File: src/rtl/fcmd_pkg.sv
package fcmd_pkg;

  typedef enum logic [3:0] {
    K_NONE, K_RDARR, K_RDSTAT, K_RDSIG, K_RDQRY, K_CLR, K_SUSP, K_RES,
    K_ERASE, K_PROG, K_DWORD, K_LOCK, K_PROT
  } cmd_kind_t;

  localparam logic [2:0] OP_ERASE  = 3'd0;
  localparam logic [2:0] OP_PROG   = 3'd1;
  localparam logic [2:0] OP_DWORD  = 3'd2;
  localparam logic [2:0] OP_LOCK   = 3'd3;
  localparam logic [2:0] OP_UNLOCK = 3'd4;
  localparam logic [2:0] OP_LDOWN  = 3'd5;
  localparam logic [2:0] OP_PROT   = 3'd6;
  localparam logic [2:0] OP_BAD    = 3'd7;

  localparam logic [1:0] RD_ARRAY  = 2'd0;
  localparam logic [1:0] RD_STATUS = 2'd1;
  localparam logic [1:0] RD_SIG    = 2'd2;
  localparam logic [1:0] RD_QUERY  = 2'd3;

  function automatic cmd_kind_t classify(input logic [7:0] c);
    case (c)
      8'hFF:        return K_RDARR;
      8'h70:        return K_RDSTAT;
      8'h90:        return K_RDSIG;
      8'h98:        return K_RDQRY;
      8'h50:        return K_CLR;
      8'hB0:        return K_SUSP;
      8'hD0:        return K_RES;
      8'h20:        return K_ERASE;
      8'h40, 8'h10: return K_PROG;
      8'h30:        return K_DWORD;
      8'h60:        return K_LOCK;
      8'hC0:        return K_PROT;
      default:      return K_NONE;
    endcase
  endfunction

  // commands accepted while an operation is paused
  function automatic logic susp_legal(input cmd_kind_t k, input logic erase_paused);
    case (k)
      K_RES, K_RDARR, K_RDSTAT, K_RDSIG, K_RDQRY: return 1'b1;
      K_PROG, K_LOCK, K_PROT:                     return erase_paused;
      default:                                    return 1'b0;
    endcase
  endfunction

  // second byte of a 60h sequence -> operation, OP_BAD when unknown
  function automatic logic [2:0] lock_op(input logic [7:0] c);
    case (c)
      8'h01:   return OP_LOCK;
      8'hD0:   return OP_UNLOCK;
      8'h2F:   return OP_LDOWN;
      default: return OP_BAD;
    endcase
  endfunction

endpackage

File: src/rtl/fcmd_decode.sv
module fcmd_decode
  import fcmd_pkg::*;
(
  input  logic [7:0] code,
  input  logic       in_susp,
  input  logic       erase_paused,
  output cmd_kind_t  kind,
  output logic       legal
);
  always_comb begin
    kind  = classify(code);
    legal = in_susp ? susp_legal(kind, erase_paused) : 1'b1;
  end

  always_comb begin
    if (in_susp && !erase_paused && (code == 8'h40))
      assert_prog_blocked_R12: assert (!legal);
    if (in_susp && (code == 8'h20))
      assert_erase_blocked_R13: assert (!legal);
  end
endmodule

File: src/rtl/fcmd_status.sv
module fcmd_status (
  input  logic       clk,
  input  logic       rst_n,
  input  logic       set_seq,
  input  logic       set_pair,
  input  logic       clr,
  input  logic       ready,
  input  logic       esusp,
  input  logic       psusp,
  output logic [7:0] status
);
  logic err_seq_q, err_pair_q;

  always_ff @(posedge clk) begin
    if (!rst_n) begin
      err_seq_q  <= 1'b0;
      err_pair_q <= 1'b0;
    end else if (clr) begin
      err_seq_q  <= 1'b0;
      err_pair_q <= 1'b0;
    end else begin
      if (set_seq)  err_seq_q  <= 1'b1;
      if (set_pair) err_pair_q <= 1'b1;
    end
  end

  assign status = {ready, esusp, err_seq_q, err_pair_q, 1'b0, psusp, 1'b0, 1'b0};

  assert_clear_R9: assert property (@(posedge clk) disable iff (!rst_n)
    clr |=> (status[5:3] == 3'b000 && status[1] == 1'b0));
  assert_sticky_R9: assert property (@(posedge clk) disable iff (!rst_n)
    (status[5] && !clr) |=> status[5]);
  assert_seq_err_R3: assert property (@(posedge clk) disable iff (!rst_n)
    set_seq |=> status[5]);
endmodule

File: src/rtl/flash_cmd_fsm.sv
module flash_cmd_fsm
  import fcmd_pkg::*;
#(
  parameter int AW = 8,
  parameter int DW = 16
) (
  input  logic          clk,
  input  logic          rst_n,
  input  logic          wr_en,
  input  logic [AW-1:0] wr_addr,
  input  logic [DW-1:0] wr_data,
  input  logic          ctl_done,
  output logic [1:0]    rd_sel,
  output logic [7:0]    status,
  output logic          ctl_start,
  output logic          ctl_suspend,
  output logic          ctl_resume,
  output logic [2:0]    ctl_op,
  output logic [AW-1:0] ctl_addr,
  output logic [DW-1:0] ctl_data,
  output logic [AW-1:0] ctl_addr2,
  output logic [DW-1:0] ctl_data2
);
  localparam logic [AW-1:0] LSB1 = AW'(1);

  typedef enum logic [2:0] {S_READY, S_SET, S_DW, S_BUSY, S_SUSP} state_t;

  function automatic logic pair_ok(input logic [AW-1:0] a, input logic [AW-1:0] b);
    return (a ^ b) == LSB1;
  endfunction

  state_t        st_q, st_n;
  cmd_kind_t     setup_q, setup_n, kind;
  logic          legal;
  logic          from_susp_q, from_susp_n;
  logic          nest_q, nest_n;
  logic          epause_q, epause_n;
  logic [2:0]    run_op_q, run_op_n, op_n;
  logic [1:0]    rd_n;
  logic [AW-1:0] a1_q, a1_n, oa_n, oa2_n;
  logic [DW-1:0] d1_q, d1_n, od_n, od2_n;
  logic [7:0]    code;
  logic          susp_active, ready;

  // named internal events
  logic ev_start, ev_seq_err, ev_pair_err, ev_clr, ev_susp, ev_res;

  assign code        = wr_data[7:0];
  assign susp_active = (st_q == S_SUSP) || nest_q ||
                       (((st_q == S_SET) || (st_q == S_DW)) && from_susp_q);
  assign ready       = (st_q != S_BUSY);

  fcmd_decode u_dec (
    .code(code), .in_susp(st_q == S_SUSP), .erase_paused(epause_q),
    .kind(kind), .legal(legal)
  );

  fcmd_status u_stat (
    .clk(clk), .rst_n(rst_n), .set_seq(ev_seq_err), .set_pair(ev_pair_err),
    .clr(ev_clr), .ready(ready), .esusp(susp_active && epause_q),
    .psusp(susp_active && !epause_q), .status(status)
  );

  always_comb begin
    st_n = st_q;  setup_n = setup_q;  from_susp_n = from_susp_q;
    nest_n = nest_q;  epause_n = epause_q;  run_op_n = run_op_q;
    op_n = ctl_op;  rd_n = rd_sel;
    a1_n = a1_q;  d1_n = d1_q;
    oa_n = ctl_addr;  od_n = ctl_data;  oa2_n = ctl_addr2;  od2_n = ctl_data2;
    ev_start = 1'b0;  ev_seq_err = 1'b0;  ev_pair_err = 1'b0;
    ev_clr = 1'b0;  ev_susp = 1'b0;  ev_res = 1'b0;
    case (st_q)
      S_READY, S_SUSP: if (wr_en && legal) begin
        case (kind)
          K_RDARR:  rd_n = RD_ARRAY;
          K_RDSTAT: rd_n = RD_STATUS;
          K_RDSIG:  rd_n = RD_SIG;
          K_RDQRY:  rd_n = RD_QUERY;
          K_CLR:    ev_clr = 1'b1;
          K_RES: if (st_q == S_SUSP) begin
            ev_res = 1'b1;  st_n = S_BUSY;  rd_n = RD_STATUS;  op_n = run_op_q;
          end
          K_ERASE, K_PROG, K_DWORD, K_LOCK, K_PROT: begin
            setup_n = kind;  st_n = S_SET;  from_susp_n = (st_q == S_SUSP);
          end
          default: ;
        endcase
      end
      S_SET: if (wr_en) begin
        case (setup_q)
          K_ERASE: if (code == 8'hD0) begin
            ev_start = 1'b1;  op_n = OP_ERASE;
          end else ev_seq_err = 1'b1;
          K_PROG:  begin ev_start = 1'b1;  op_n = OP_PROG; end
          K_PROT:  begin ev_start = 1'b1;  op_n = OP_PROT; end
          K_LOCK: if (lock_op(code) != OP_BAD) begin
            ev_start = 1'b1;  op_n = lock_op(code);
          end else ev_seq_err = 1'b1;
          K_DWORD: begin a1_n = wr_addr;  d1_n = wr_data;  st_n = S_DW; end
          default: ev_seq_err = 1'b1;
        endcase
        if (ev_start) begin oa_n = wr_addr;  od_n = wr_data; end
      end
      S_DW: if (wr_en) begin
        if (pair_ok(a1_q, wr_addr)) begin
          ev_start = 1'b1;  op_n = OP_DWORD;
          oa_n = a1_q;  od_n = d1_q;  oa2_n = wr_addr;  od2_n = wr_data;
        end else ev_pair_err = 1'b1;
      end
      S_BUSY: begin
        if (ctl_done) begin
          st_n = nest_q ? S_SUSP : S_READY;
          nest_n = 1'b0;
        end else if (wr_en && kind == K_SUSP && !nest_q && run_op_q != OP_PROT) begin
          ev_susp = 1'b1;  st_n = S_SUSP;  rd_n = RD_STATUS;
          epause_n = (run_op_q == OP_ERASE);  op_n = run_op_q;
        end
      end
      default: st_n = S_READY;
    endcase
    if (ev_start) begin
      st_n = S_BUSY;  rd_n = RD_STATUS;  nest_n = from_susp_q;
      if (!from_susp_q) run_op_n = op_n;
    end
    if (ev_seq_err || ev_pair_err) begin
      rd_n = RD_ARRAY;
      st_n = from_susp_q ? S_SUSP : S_READY;
    end
  end

  always_ff @(posedge clk) begin
    if (!rst_n) begin
      st_q <= S_READY;  setup_q <= K_NONE;  from_susp_q <= 1'b0;
      nest_q <= 1'b0;  epause_q <= 1'b0;  run_op_q <= OP_ERASE;
      rd_sel <= RD_ARRAY;  ctl_op <= OP_ERASE;
      a1_q <= '0;  d1_q <= '0;
      ctl_addr <= '0;  ctl_data <= '0;  ctl_addr2 <= '0;  ctl_data2 <= '0;
      ctl_start <= 1'b0;  ctl_suspend <= 1'b0;  ctl_resume <= 1'b0;
    end else begin
      st_q <= st_n;  setup_q <= setup_n;  from_susp_q <= from_susp_n;
      nest_q <= nest_n;  epause_q <= epause_n;  run_op_q <= run_op_n;
      rd_sel <= rd_n;  ctl_op <= op_n;
      a1_q <= a1_n;  d1_q <= d1_n;
      ctl_addr <= oa_n;  ctl_data <= od_n;  ctl_addr2 <= oa2_n;  ctl_data2 <= od2_n;
      ctl_start <= ev_start;  ctl_suspend <= ev_susp;  ctl_resume <= ev_res;
    end
  end

  assert_strobe_excl_R8: assert property (@(posedge clk) disable iff (!rst_n)
    $onehot0({ctl_start, ctl_suspend, ctl_resume}));
  assert_start_status_R8: assert property (@(posedge clk) disable iff (!rst_n)
    ctl_start |-> (rd_sel == RD_STATUS && !status[7]));
  assert_pair_R5: assert property (@(posedge clk) disable iff (!rst_n)
    (ctl_start && ctl_op == OP_DWORD) |-> ((ctl_addr2 ^ ctl_addr) == LSB1));
  assert_no_prot_susp_R10: assert property (@(posedge clk) disable iff (!rst_n)
    ctl_suspend |-> (ctl_op != OP_PROT && status[7]));
  assert_resume_src_R11: assert property (@(posedge clk) disable iff (!rst_n)
    ctl_resume |-> ($past(status[6] | status[2]) && !status[7]));
endmodule

File: config.mk
export PLATFORM = sky130hd
export DESIGN_NAME = flash_cmd_fsm
export DESIGN_NICKNAME = d
export VERILOG_FILES = /design/src/rtl/fcmd_pkg.sv /design/src/rtl/fcmd_decode.sv /design/src/rtl/fcmd_status.sv /design/src/rtl/flash_cmd_fsm.sv
export SDC_FILE = /design/constraint.sdc
export NUM_CORES = 1
export LEC_CHECK = 0
export BUFFER_PORTS_ARGS = -buffer_cell sky130_fd_sc_hd__buf_2
export CAP_MARGIN = 30
export CORE_ASPECT_RATIO = 1.1
export CORE_MARGIN = 2
export CORE_UTILIZATION = 35
export CTS_BUF_LIST = sky130_fd_sc_hd__clkbuf_4 sky130_fd_sc_hd__clkbuf_8 sky130_fd_sc_hd__clkbuf_16
export DETAILED_ROUTE_END_ITERATION = 10
export SETUP_SLACK_MARGIN = 0.02
export SLEW_MARGIN = 20
export SYNTH_ARGS = -nofsm -noshare
export SYNTH_HDL_FRONTEND = slang
export SYNTH_SLANG_ARGS = --single-unit
File: constraint.sdc
create_clock -name clk -period 6.43 [get_ports clk]
set_clock_uncertainty 0.2 [all_clocks]
set_input_delay 1.286 -clock clk [delete_from_list [all_inputs] [get_ports clk]]
set_output_delay 1.286 -clock clk [all_outputs]
set_load 0.005 [all_outputs]
==> results of run 1 <==
==> sequential cells by signal, indices dropped and copies added, names as in the netlist <==
register / flops
u_stat.err_pair_q: 1
ctl_op: 3
epause_q: 1
ctl_addr: 8
ctl_suspend: 1
nest_q: 1
a1_q: 8
ctl_data2: 16
rd_sel: 2
ctl_resume: 1
st_q: 3
u_stat.err_seq_q: 1
setup_q: 4
ctl_addr2: 8
from_susp_q: 1
ctl_start: 1
ctl_data: 16
d1_q: 16
run_op_q: 3
==> tightest hold or removal path: cells and delay by family (launching register included) <==
family                 cells  cell delay [ns]
buffers and inverters      1             0.05
AO/OA/AOI/OAI              1             0.05
flip-flops                 1             0.31
==> area by class of cell <==
| class | count | area [µm²] | share of cell area, % |
|---|---|---|---|
| well taps | 161 | 201 | 3.69 |
| clock buffers | 11 | 246 | 4.51 |
| multi-input cells | 383 | 2530 | 46.3 |
| flip-flops and latches | 95 | 1900 | 34.8 |
| repair buffers | 92 | 483 | 8.84 |
| clock inverters | 4 | 52.6 | 0.962 |
| inverters | 12 | 47.5 | 0.870 |
==> power groups by stage <==
stage	registers [mW]	logic (mW)	clock network, mW
2_1_floorplan	0.647	0.260	0
3_3_place_gp	0.658	0.330	0
3_5_place_dp	0.658	0.333	0
4_1_cts	0.645	0.334	0.564
5_1_grt	0.649	0.370	0.588
6_report	0.645	0.336	0.545
==> synthesized netlist by cell type (2+ instances only) <==
master / count
nand3_1: 10
xor2_1: 2
nor2_1: 95
and2_1: 2
nand4b_1: 2
buf_2: 13
nor2b_1: 8
nand4_1: 7
and2b_1: 2
nor3b_1: 5
clkbuf_1: 23
nor4_4: 2
nand2_1: 25
o21ai_1: 2
dfxtp_1: 95
o32a_1: 2
nand2b_1: 5
xnor2_1: 7
o41ai_1: 2
nor4b_1: 2
a21o_1: 5
o21ai_0: 20
or2_2: 2
a21oi_1: 17
o31ai_1: 3
nor4_1: 2
inv_1: 11
and3b_1: 2
o211ai_1: 2
mux2i_1: 79
or4_1: 5
buf_4: 9
a211oi_1: 30
a31oi_1: 5
o21bai_1: 2
nor3_1: 8
==> metal layers <==
metal	vias up	track usage, %
met3	29	3.15
met4	0	7.03
li1	2009	-
met1	1842	22.7
met5	-	0
met2	125	25.9
==> per-stage QoR <==
stage               power (mW)  utilization, %  instances
floorplan                0.908               -        535
global placement         0.989            39.1        742
detailed placement       0.991            39.1        742
CTS                       1.54            41.4        757
global route              1.61            41.5        758
finish                    1.53            41.5        758
==> worst paths after layout <==
path	from	to	slack (ns)	cells after the start
worst min-delay path	u_stat.err_pair_q$_SDFFE_PP0P_	u_stat.err_pair_q$_SDFFE_PP0P_	0.25	2
worst max register to register	st_q[2]$_SDFFE_PN0P_	rd_sel[1]$_SDFFE_PP0P_	3.65	6
worst max-delay path	wr_data[0]	rd_sel[1]$_SDFFE_PP0P_	2.77	7
worst min register to register	u_stat.err_pair_q$_SDFFE_PP0P_	u_stat.err_pair_q$_SDFFE_PP0P_	0.25	2
==> cells by family (layout without fill, tap and decap cells) <==
logic type,after synthesis,count (layout)
AND/OR/NAND/NOR,188,188
AO/OA/AOI/OAI,103,103
flip-flops,95,95
multiplexers,80,80
buffers and inverters,57,119
XOR/XNOR,9,9
other,1,3
==> metrics.md, run 1 <==
| Metric | Value |
|---|---|
| Area share of the largest cell type after synthesis | `40.6%` |
| Pleak | `2.28 nW` |
| Post-route setup TNS | `0 ns` |
| Yosys warns | `0` |
| First-pass GRT wire length | `between 15000 and 20000 µm` |
| FILL cells | `1289` |
| Max VDD drop | `roughly 0.12 mV` |
| Int Power | `1.07 mW` |
| Htree depth | `3` |
| Total track usage | `16.7%` |
| Hold_buf cts | `0` |
| GRT overflow | `0` |
| Post-route cell area | `approximately 5500 µm²` |
| Vias | `4005` |
| Commonest cells after routing, fill and taps aside | `95 x nor2_1, 95 x dfxtp_1, 88 x buf_2` |
| Final #Nets | `between 600 and 700` |
| Post-CTS Resized | `0` |
| Pre-antenna DRT Iters | `5` |
| Primary FF master, synth | `dfxtp_1` |
| Clk root buf | `clkbuf_16` |
| Wirelength per Cell | `between 15 and 20 µm` |
| Worst Path Required | `approximately 6.5 ns` |
| Vias in the first global route | `3773` |
| Critical Path Sink Type | `flip-flop` |
| Row count | `44` |
| Combinational Power Share | `22.0%` |
| DP Worst Slack | `between 2 and 2.5 ns` |
| Clock power share | `35.7%` |
| Die Y | `125 µm` |
| CP arrival | `3.72 ns` |
| Final setup violation count | `0` |
| Flop pwr share | `about 42%` |
| Clk slew on worst S/H paths | `0.06 ns` |
| Worst slew pin tran | `0.901 ns` |
| Vias per cell | `5.28` |
| Post-synthesis register bit count | `95` |
| Crit start category | `input pin` |
| Sequence of cells on the critical path | `buf_2, nor4_4, nand4_1, or4_4, a32o_1, or4_1, a211oi_2` |
| Die area | `14300 µm²` |
| Met2 WL post-DR | `5310 µm` |
| Pwr dens | `280 nW/µm²` |
| Initial DRC Count | `196` |
| Area after DPL | `5140 µm²` |
| CP max FO | `12` |
| Drt drc | `0` |
| Compound-cell area share of the yosys netlist | `15.0%` |
| Initial Util | `a little over a third` |
| Drt total wl | `11600 µm` |
| Largest net degree at the start of global routing | `55` |
| Hold WC Path Type | `reg2reg` |
| Mux contribution to synthesized area | `17.1%` |
| Max Fclk | `0.273 GHz` |
| Top Metal Used | `met4` |
| Min Clock Period, post-route | `between 3 and 4 ns` |
| Critical path class | `in2reg` |
| Antenna-violating nets left | `0` |
| Delay-heaviest family, CP | `simple AND/OR/NAND/NOR gates` |
| Fin. max-slew vios | `0` |
| Slowest-stage cell, CP | `nor4_4` |
| Port Buf Inserts | `88` |
| Synth Area in Adders | `0%` |
| Max-Cap Viols | `0` |
| Cell taking the most area after synthesis | `dfxtp_1` |
| Metal-1 WL | `about 5400 µm` |
| Area Overhead vs Synth | `16.7%` |
| Proportion of layout cells with a drive suffix above 1 | `20.1%` |
| Slack of the critical path | `~2.8 ns` |
| XOR/XNOR Fraction of Synth Area | `under 10%` |
| Bufs on Longest Clock Path | `2` |
| Clock Latency Late Sink | `0.34 ns` |
| Synthesized area | `4680 µm²` |
| Initial antenna violation count | `0` |
| CTS tree | `yes` |
| EDFF count, synth | `0` |
| Fin Hold WS | `approximately 0.25 ns` |
| Largest family of logic cells by synthesized area | `simple AND/OR/NAND/NOR gates` |
| Met3 Wirelength | `604 µm` |
| Net Sw Frac | `roughly 30%` |
| # diodes | `0` |
| FFs w/ async S/R, synth | `0%` |
| Hold Vio Cnt, Final | `0` |
| DIE WIDTH | `114 µm` |
| Cell variety after synth | `56` |
| WP buf/inv | `1` |
| Routability Congestion | `0.933` |
| Seq/Total Area, Yosys | `between 40 and 50%` |
| Rel. slew slack | `between 30% and 40%` |
| Hpwl dp | `8060 µm` |
| Core area | `~13000 µm²` |
| TritonCTS buffer count | `9` |
| Sw power | `0.456 mW` |
| Mapped Cells | `about 530` |
| Status | `complete, no violations` |
| CTS Sinks | `95` |
| Setup bufs post-CTS | `0` |
| Final worst-path cycle share | `56.9%` |
| Io pins | `roughly 90` |
| Synth Area per Inst | `around 8.8 µm²` |
| Largest cells by area after synthesis | `dfxtp_1 41%, mux2i_1 17%, nor2_1 7.6%, a211oi_1 4.8%, o21ai_0 2.1%` |
| Unrepaired setup endpoints after global routing | `no` |
| Crit-path max cell delay | `between 0.5 and 0.6 ns` |
| Synth Area in Simple Gates | `19.7%` |
(Power assumes the default switching activity.)
==> run 2, diff against run 1 <==
==> constraint.sdc (replaced) <==
create_clock -name clk -period 3.2 [get_ports clk]
set_clock_uncertainty 0.2 [all_clocks]
set_input_delay 0.64 -clock clk [delete_from_list [all_inputs] [get_ports clk]]
set_output_delay 0.64 -clock clk [all_outputs]
set_load 0.005 [all_outputs]
==> metrics.md, run 2 (same netlist as run 1, synthesis figures left out) <==
| Metric | Value |
|---|---|
| Status | `complete, no violations` |
| Final setup violation count | `0` |
| Drt total wl | `between 10000 and 15000 µm` |
| Critical path class | `in2reg` |
| Routability Congestion | `0.939` |
| Crit start category | `input pin` |
| Post-route setup TNS | `0 ns` |
| CP Depth | `7` |
| Row count | `44` |
| FILL cells | `1294` |
| Critical Path Sink Type | `flip-flop` |
| Slowest-stage cell, CP | `or4_4` |
| Vias in the first global route | `3868` |
| Top Registers | `ctl_data2: 16 flops, ctl_data: 16 flops, d1_q: 16 flops` |
| CTS Sinks | `95` |
| Met2 WL post-DR | `5970 µm` |
| Area Overhead vs Synth | `19.4%` |
| Setup bufs post-CTS | `0` |
| WP buf/inv | `1` |
| Delay-heaviest family, CP | `simple AND/OR/NAND/NOR gates` |
| Finished Layout Cells | `776` |
| Bufs on Longest Clock Path | `2` |
| Hold Vio Cnt, Final | `0` |
| Metal-1 WL | `5300 µm` |
| Clk root buf | `clkbuf_16` |
| Total track usage | `17.3%` |
| Pwr dens | `548 nW/µm²` |
| Top Metal Used | `met4` |
| Initial DRC Count | `294` |
| Min Clock Period, post-route | `2.68 ns` |
| Drt drc | `0` |
| Commonest cells after routing, fill and taps aside | `95 x nor2_1, 95 x dfxtp_1, 88 x buf_2` |
| Clk slew on worst S/H paths | `approximately 0.07 ns` |
| Antenna-violating nets left | `0` |
| Clock Latency Late Sink | `0.35 ns` |
| Port Buf Inserts | `88` |
| TritonCTS buffer count | `9` |
| Core area | `13200 µm²` |
| Fin. max-slew vios | `0` |
| First-pass GRT wire length | `slightly below 20000 µm` |
| Final #Nets | `about 640` |
| Max Fclk | `0.373 GHz` |
| Max VDD drop | `0.262 mV` |
| Io pins | `92` |
| Htree depth | `3` |
| Die area | `14300 µm²` |
| Hold depth | `2` |
| CP max FO | `16` |
| Hold_buf cts | `0` |
| Die Y | `about 130 µm` |
| Hpwl dp | `8660 µm` |
| Crit-path max cell delay | `0.49 ns` |
| Proportion of layout cells with a drive suffix above 1 | `22.4%` |
| Initial antenna violation count | `0` |
| # diodes | `0` |
| Max-Cap Viols | `0` |
| Flop-to-flop setup slack | `0.55 ns` |
| Initial Util | `35.6%` |
| Pwr Total | `around 3.1 mW` |
| Unrepaired setup endpoints after global routing | `no` |
| Rel. slew slack | `66.5%` |
| DP Cell Count | `760` |
| Largest net degree at the start of global routing | `40` |
| Vias per cell | `5.29` |
| CP arrival | `2.76 ns` |
| R2R cell count | `6` |
| Pre-antenna DRT Iters | `6` |
| Wirelength per Cell | `approximately 16 µm` |
| CTS tree | `yes` |
| Sequence of cells on the critical path | `buf_2, and2b_1, nand4_1, or4_4, a32o_1, or4_1, a211oi_2` |
| Vias | `4106` |
| DIE WIDTH | `approximately 110 µm` |
| Worst Path Required | `3.28 ns` |
| GRT overflow | `0` |
| Post-CTS Resized | `0` |
| Final worst-path cycle share | `83.8%` |
| Worst slew pin tran | `0.502 ns` |
| Hold WC Path Type | `reg2reg` |
| Met3 Wirelength | `~600 µm` |
| Pleak | `2.36 nW` |
## run 2: area by class of cell
class                   instances  area, µm²  share of cell area (%)
flip-flops and latches         95       1900                    34.0
clock inverters                 6       52.6                   0.940
clock buffers                  10        233                    4.16
inverters                      12       47.5                   0.851
well taps                     161        201                    3.60
repair buffers                109        623                    11.1
multi-input cells             383       2530                    45.3
## run 2: through the flow
step / hold slack [ns] / setup slack (ns) / utilization [%] / cell area, µm²
after floorplan: 0.225 / 0.438 / - / 4690
after global placement: 0.233 / 0.240 / 40.3 / 5300
after detailed placement: 0.234 / 0.206 / 40.3 / 5300
after CTS: 0.245 / 0.534 / 42.5 / 5590
after global routing: 0.288 / 0.443 / 42.5 / 5590
final: 0.240 / 0.519 / 42.5 / 5590
## run 2: worst paths after layout
check | start | to
setup reg to reg | st_q[0]$_SDFFE_PN0P_ | rd_sel[1]$_SDFFE_PP0P_
hold / removal | u_stat.err_pair_q$_SDFFE_PP0P_ | u_stat.err_pair_q$_SDFFE_PP0P_
setup / recovery | wr_data[6] | rd_sel[1]$_SDFFE_PP0P_
hold reg to reg | u_stat.err_pair_q$_SDFFE_PP0P_ | u_stat.err_pair_q$_SDFFE_PP0P_
## run 2: report_power, final
group | switching, mW | internal [mW]
clock network | 0.490 | 0.548
registers | 0.0445 | 1.23
logic | 0.435 | 0.314
total | 0.969 | 2.10
## run 2: worst register-to-register path: stages (launching register included)
cell      delay, ns
dfxtp_1        0.49
and3b_1        0.29
inv_1          0.14
or4_4          0.55
a32o_1         0.27
or4_1          0.42
a211oi_2       0.21
## run 2: layer usage
| layer | up-vias | GRT usage, % |
|---|---|---|
| li1 | 2043 | - |
| met1 | 1928 | 21.6 |
| met2 | 120 | 29.1 |
| met3 | 15 | 3.25 |
| met4 | 0 | 7.32 |
| met5 | - | 0 |
